File: config.mk
export PLATFORM = sky130hd
export DESIGN_NAME = usb_eptx_ctrl
export DESIGN_NICKNAME = d
export VERILOG_FILES = /design/src/rtl/usb_eptx_pkg.sv /design/src/rtl/usb_eptx_addr.sv /design/src/rtl/usb_eptx_ep.sv /design/src/rtl/usb_eptx_resp.sv /design/src/rtl/usb_eptx_ctrl.sv
export SDC_FILE = /design/constraint.sdc
export NUM_CORES = 1
export LEC_CHECK = 0
export CORE_AREA = 2 2 151 153
export DETAILED_ROUTE_END_ITERATION = 6
export DIE_AREA = 0 0 153 155
export PLACE_DENSITY = 0.59
export REMOVE_ABC_BUFFERS = 1
export SYNTH_ARGS = -nofsm -noshare
export SYNTH_HDL_FRONTEND = slang
export SYNTH_SLANG_ARGS = --single-unit
File: constraint.sdc
create_clock -name clk_i -period 3.65 [get_ports clk_i]
set_input_delay 0.5475 -clock clk_i [delete_from_list [all_inputs] [get_ports clk_i]]
set_output_delay 0.5475 -clock clk_i [all_outputs]
set_load 0.01 [all_outputs]
File: src/rtl/usb_eptx_pkg.sv
package usb_eptx_pkg;
  typedef enum logic [1:0] {PID_IN = 2'd0, PID_OUT = 2'd1, PID_SETUP = 2'd2} tok_pid_e;
  typedef enum logic [1:0] {ST_OFF = 2'd0, ST_STALL = 2'd1, ST_NAK = 2'd2, ST_VALID = 2'd3} tx_stat_e;
  typedef enum logic [1:0] {KD_BULK = 2'd0, KD_CTRL = 2'd1, KD_ISO = 2'd2, KD_INTR = 2'd3} ep_kind_e;
  typedef enum logic [2:0] {
    RSP_NONE = 3'd0, RSP_DATA = 3'd1, RSP_ACK = 3'd2, RSP_NAK = 3'd3, RSP_STALL = 3'd4
  } rsp_e;

  typedef struct packed {
    logic     done;
    ep_kind_e kind;
    tx_stat_e stat;
    logic     tog;
  } ep_state_t;

  localparam logic [4:0] ADDR_REG_SEL = 5'd16;

  function automatic logic [7:0] ep_to_reg(ep_state_t s);
    return {s.done, 2'b00, s.kind, s.stat, s.tog};
  endfunction
endpackage

File: src/rtl/usb_eptx_addr.sv
module usb_eptx_addr (
  input  logic       clk_i,
  input  logic       rst_ni,
  input  logic       usb_rst_i,
  input  logic       we_i,
  input  logic [7:0] wdata_i,
  input  logic [6:0] tok_addr_i,
  output logic [7:0] addr_q_o,
  output logic       match_o
);
  always_ff @(posedge clk_i or negedge rst_ni) begin
    if (!rst_ni)        addr_q_o <= '0;
    else if (usb_rst_i) addr_q_o <= '0;
    else if (we_i)      addr_q_o <= wdata_i;
  end

  assign match_o = addr_q_o[7] && (tok_addr_i == addr_q_o[6:0]);
endmodule

File: src/rtl/usb_eptx_ep.sv
module usb_eptx_ep
  import usb_eptx_pkg::*;
(
  input  logic      clk_i,
  input  logic      rst_ni,
  input  logic      usb_rst_i,
  input  logic      we_i,
  input  logic      wdone_i,
  input  logic [4:0] wcfg_i,
  input  logic      setup_hit_i,
  input  logic      ack_hit_i,
  input  logic      end_hit_i,
  output ep_state_t st_o
);
  logic is_iso, is_ctrl, complete;

  assign is_iso   = (st_o.kind == KD_ISO);
  assign is_ctrl  = (st_o.kind == KD_CTRL);
  assign complete = is_iso ? end_hit_i : ack_hit_i;

  // completion flag: hardware set beats software clear, untouched by USB reset
  always_ff @(posedge clk_i or negedge rst_ni) begin
    if (!rst_ni)                 st_o.done <= 1'b0;
    else if (complete)           st_o.done <= 1'b1;
    else if (we_i && !wdone_i)   st_o.done <= 1'b0;
  end

  always_ff @(posedge clk_i or negedge rst_ni) begin
    if (!rst_ni) begin
      st_o.kind <= KD_BULK;
      st_o.stat <= ST_OFF;
      st_o.tog  <= 1'b0;
    end else if (usb_rst_i) begin
      st_o.kind <= KD_BULK;
      st_o.stat <= ST_OFF;
      st_o.tog  <= 1'b0;
    end else if (we_i) begin
      st_o.kind <= ep_kind_e'(wcfg_i[4:3]);
      st_o.stat <= tx_stat_e'(wcfg_i[2:1]);
      st_o.tog  <= wcfg_i[0];
    end else if (setup_hit_i && is_ctrl) begin
      st_o.tog  <= 1'b1;
    end else if (complete) begin
      st_o.tog  <= ~st_o.tog;
    end
  end
endmodule

File: src/rtl/usb_eptx_resp.sv
module usb_eptx_resp
  import usb_eptx_pkg::*;
(
  input  logic      acc_i,
  input  logic [1:0] pid_i,
  input  ep_state_t st_i,
  output rsp_e      rsp_o,
  output logic      data1_o
);
  logic is_iso, is_in, is_out, is_setup;

  assign is_iso   = (st_i.kind == KD_ISO);
  assign is_in    = (pid_i == PID_IN);
  assign is_out   = (pid_i == PID_OUT);
  assign is_setup = (pid_i == PID_SETUP);

  always_comb begin
    rsp_o   = RSP_NONE;
    data1_o = 1'b0;
    if (acc_i && (is_in || is_out || is_setup)) begin
      unique case (st_i.stat)
        ST_OFF:   rsp_o = RSP_NONE;
        ST_STALL: rsp_o = is_iso ? RSP_NONE : RSP_STALL;
        ST_NAK:   rsp_o = is_iso ? RSP_NONE : RSP_NAK;
        ST_VALID: begin
          if (is_iso) begin
            // no handshake phase: flow control does not apply, DATA0 only
            if (is_in) rsp_o = RSP_DATA;
          end else if (st_i.done) begin
            rsp_o = is_setup ? RSP_NONE : RSP_NAK;
          end else if (is_in) begin
            rsp_o   = RSP_DATA;
            data1_o = st_i.tog;
          end else if (is_out) begin
            rsp_o = RSP_ACK;
          end else if (st_i.kind == KD_CTRL) begin
            rsp_o = RSP_ACK;
          end
        end
        default:  rsp_o = RSP_NONE;
      endcase
    end
  end
endmodule

File: src/rtl/usb_eptx_ctrl.sv
module usb_eptx_ctrl
  import usb_eptx_pkg::*;
#(
  parameter int NUM_EP = 16
) (
  input  logic       clk_i,
  input  logic       rst_ni,
  input  logic       usb_rst_i,
  input  logic       tok_valid_i,
  input  logic [1:0] tok_pid_i,
  input  logic [6:0] tok_addr_i,
  input  logic [3:0] tok_ep_i,
  input  logic       hs_ack_i,
  input  logic       tx_end_i,
  input  logic [3:0] ev_ep_i,
  input  logic       sw_we_i,
  input  logic [4:0] sw_addr_i,
  input  logic [7:0] sw_wdata_i,
  output logic [7:0] sw_rdata_o,
  output logic       dec_vld_o,
  output logic [2:0] rsp_o,
  output logic       data1_o
);
  logic [7:0]        dev_addr;
  logic              tok_match, tok_acc;
  logic [NUM_EP-1:0] tok_sel, sw_sel, done_vec, iso_vec, valid_vec;
  ep_state_t         ep_st [NUM_EP];
  ep_state_t         sel_st;
  rsp_e              rsp_d;
  logic              data1_d;

  usb_eptx_addr u_addr (
    .clk_i      (clk_i),
    .rst_ni     (rst_ni),
    .usb_rst_i  (usb_rst_i),
    .we_i       (sw_we_i && (sw_addr_i == ADDR_REG_SEL)),
    .wdata_i    (sw_wdata_i),
    .tok_addr_i (tok_addr_i),
    .addr_q_o   (dev_addr),
    .match_o    (tok_match)
  );

  assign tok_acc = tok_valid_i && tok_match && (|tok_sel);

  for (genvar i = 0; i < NUM_EP; i++) begin : g_ep
    assign tok_sel[i]   = (tok_ep_i == 4'(i));
    assign sw_sel[i]    = (sw_addr_i == 5'(i));
    assign done_vec[i]  = ep_st[i].done;
    assign iso_vec[i]   = (ep_st[i].kind == KD_ISO);
    assign valid_vec[i] = (ep_st[i].stat == ST_VALID);

    usb_eptx_ep u_ep (
      .clk_i       (clk_i),
      .rst_ni      (rst_ni),
      .usb_rst_i   (usb_rst_i),
      .we_i        (sw_we_i && sw_sel[i]),
      .wdone_i     (sw_wdata_i[7]),
      .wcfg_i      (sw_wdata_i[4:0]),
      .setup_hit_i (tok_acc && tok_sel[i] && (tok_pid_i == PID_SETUP)),
      .ack_hit_i   (hs_ack_i && (ev_ep_i == 4'(i))),
      .end_hit_i   (tx_end_i && (ev_ep_i == 4'(i))),
      .st_o        (ep_st[i])
    );
  end

  always_comb begin
    sel_st     = '0;
    sw_rdata_o = '0;
    for (int i = 0; i < NUM_EP; i++) begin
      if (tok_sel[i]) sel_st = ep_st[i];
      if (sw_sel[i])  sw_rdata_o = ep_to_reg(ep_st[i]);
    end
    if (sw_addr_i == ADDR_REG_SEL) sw_rdata_o = dev_addr;
  end

  usb_eptx_resp u_resp (
    .acc_i   (tok_acc),
    .pid_i   (tok_pid_i),
    .st_i    (sel_st),
    .rsp_o   (rsp_d),
    .data1_o (data1_d)
  );

  always_ff @(posedge clk_i or negedge rst_ni) begin
    if (!rst_ni) begin
      dec_vld_o <= 1'b0;
      rsp_o     <= RSP_NONE;
      data1_o   <= 1'b0;
    end else begin
      dec_vld_o <= tok_valid_i;
      rsp_o     <= rsp_d;
      data1_o   <= data1_d;
    end
  end
endmodule

==> metrics.txt <==
status completed; total gr overflow 0; clk_lat worst skew 370 ps; Cell variety after synth 77; post-synthesis sequential area ratio 35.9%; sequential power share 46.5%; I/O pin total 50; Int Pwr 1.94 mW; critical-path cell list clkdlybuf4s50_1 > buf_6 > nor3b_1 > a31oi_1 > nor4_1 > o32ai_1 > a31oi_1 > a221oi_2 > nor2_1 > clkdlybuf4s50_1; worst slew pin tran 1050 ps; Power Dens Cells 323 nW/um^2; number of flops mapped to enable cells by yosys 0; Die Area 23,700 um^2; RD Place Congestion 1.01; Setup CP Type primary input to primary output; Layout Nets 973; Cells after Synth 892; DRT Pass-1 Iters 5; I/O Buffers 49; Setup crit end kind primary output; CTS sink count 109; Clk pwr share 34.0%; f_max 284 MHz; post-layout min period 3520 ps; largest net degree at the start of global routing 60; vias in the first global route 7,059; deepest clock path buffer count 2; CTS clk-pin slew, worst paths 80 ps; dpl ws -7.17 ps; switching fraction of total power 31.8%; CP arrival 2970 ps; Detail Route Antenna Nets 0; peak supply drop 0.000187 V; H-tree depth 3; Hold/Removal Path Class primary input to asynchronous set/reset pin; Yosys Warn Count 0; maximum fanout along the worst path 11; vias per cell 6.00; post-layout util 39.7%; max cap viols 0; Post-Syn Area 7600 um^2; Avg WL per Cell 23.5 um; Die X 153 um; CTS tree built; async set-reset flop share out of synthesis 100%; Slowest Stage Delay on Critical Path 520 ps; Remaining DRCs 0; logic gate share of total power 19.5%; antenna violations before repair 0; post-DP HPWL 20,700 um; CP max-delay cell clkdlybuf4s50_1; relative max-transition margin 30.1%; Required @ worst endpoint 3100 ps; commonest non-fill, non-tap cells in the layout dfrtp_1 (109), nor2_1 (99), nand2_1 (85), mux2i_1 (72), a21oi_1 (67); setup TNS 0 ps; Final Hold Vio Count 0; P_sw 0.907 mW; commonest non-fill, non-tap cell in the layout dfrtp_1; via count 7,358; Fin Clk Skew 10.2 ps; Synth top area share 35.9%; final worst slack 135 ps; die height 155 um; core area 22,200 um^2; Final Cycle Share 96.3%; DRT Wirelength 28,800 um; Starting Density 34.2%; Final Slew Violations 0; root buffer cell clkbuf_16; Area Growth Syn to Fin 16.2%; GR Util All Layers 24.4%; cell leakage power 3.73 nW; startpoint types primary input; Syn Area/Cell 8.52 um^2; r2r setup slk 1210 ps; final setup fails 0; Yosys reg bits 109; initial drt markers 948; Synth area leaders dfrtp_1 (36%), mux2i_1 (9.5%), nor2_1 (4.9%), a21oi_1 (4.4%), nand2_1 (4.2%); row cnt 55; global-route wire length before repair 44,600 um; Num CTS Buffers 9; ys flop type dfrtp_1; largest area contributor in the netlist dfrtp_1; fraction of layout cells with a size suffix above 1 11.0%
Yosys cell counts, types with 17 or more instances:
| cell type | number |
|---|---|
| nand3_1 | 38 |
| o21ai_0 | 47 |
| nor2b_1 | 22 |
| nor2_1 | 99 |
| inv_1 | 17 |
| a211oi_1 | 20 |
| mux2i_1 | 72 |
| clkbuf_1 | 42 |
| nand2b_1 | 24 |
| dfrtp_1 | 109 |
| nand2_1 | 85 |
| a21oi_1 | 67 |
registers in the layout, summed over array words and instances, names as in the netlist:
register / cells
g_ep.u_ep.st_o: 96
rsp_o: 3
dec_vld_o: 1
data1_o: 1
u_addr.addr_q_o: 8
per-layer routing:
metal	GRT usage [%]	wire [um]	vias up
met5	0	0	-
met1	34.8	12700	3600
li1	-	-	3329
met2	37.3	12900	369
met3	4.04	2310	60
met4	8.95	858	0
critical path: cells and delay by family:
family	cells	cell delay, ps
AOI/OAI and AO/OA	4	1020
buffers and inverters	3	1170
and+or+nand+nor	3	220
through the flow:
stage / instances / hold WS (ps) / power, mW / area, um^2
floorplan: 824 / 252 / 1.55 / 7270
global placement: 1207 / 511 / 1.88 / 8510
detailed placement: 1207 / 515 / 1.89 / 8510
CTS: 1222 / 254 / 2.85 / 8780
global route: 1225 / 281 / 2.96 / 8830
finish: 1226 / 222 / 2.85 / 8830
kinds of logic after synthesis:
logic type,synth area share (%)
mux,12.9
flops,35.9
simple gates,23.0
xor+xnor,2.65
buf+inv,5.41
compound gates,20.2
timing repair:
item / in CTS / in global routing
resized for setup: 1 / 6
pin swaps: 0 / 4
endpoints found under the setup margin: 1 / 2
buffers inserted: 0 / 3
hold buffers: 0 / 0
final cells by class:
cell class,count,area [um^2]
clock inverter,6,48.8
fill,2259,13400
inverter,20,75.1
sequential,109,2730
tap,285,357
timing repair buffer,101,915
antenna,1,2.50
multi-input combinational,695,4480
clock buffer,9,225
power groups by stage:
| stage | sequential, mW | clock, mW | combinational (mW) |
|---|---|---|---|
| finish | 1.32 | 0.969 | 0.557 |
| CTS | 1.32 | 0.989 | 0.545 |
| detailed placement | 1.34 | 0 | 0.545 |
| global route | 1.33 | 1.03 | 0.602 |
| global placement | 1.34 | 0 | 0.539 |
| floorplan | 1.31 | 0 | 0.234 |
path summary, 6_finish.rpt:
check | startpoint | to | cells after the start
worst max-delay path | sw_addr_i[2] | sw_rdata_o[0] | 10
worst min-delay path | rst_ni | rsp_o[0] | 1
worst max register to register | u_addr.addr_q_o[6] | g_ep[4].u_ep.st_o[0] | 7
worst min register to register | g_ep[6].u_ep.st_o[5] | g_ep[6].u_ep.st_o[5] | 1
max in group asynchronous | rst_ni | g_ep[6].u_ep.st_o[0] | 2
min in group clk_i | g_ep[6].u_ep.st_o[5] | g_ep[6].u_ep.st_o[5] | 1
Power figures use the tool's default switching activity.
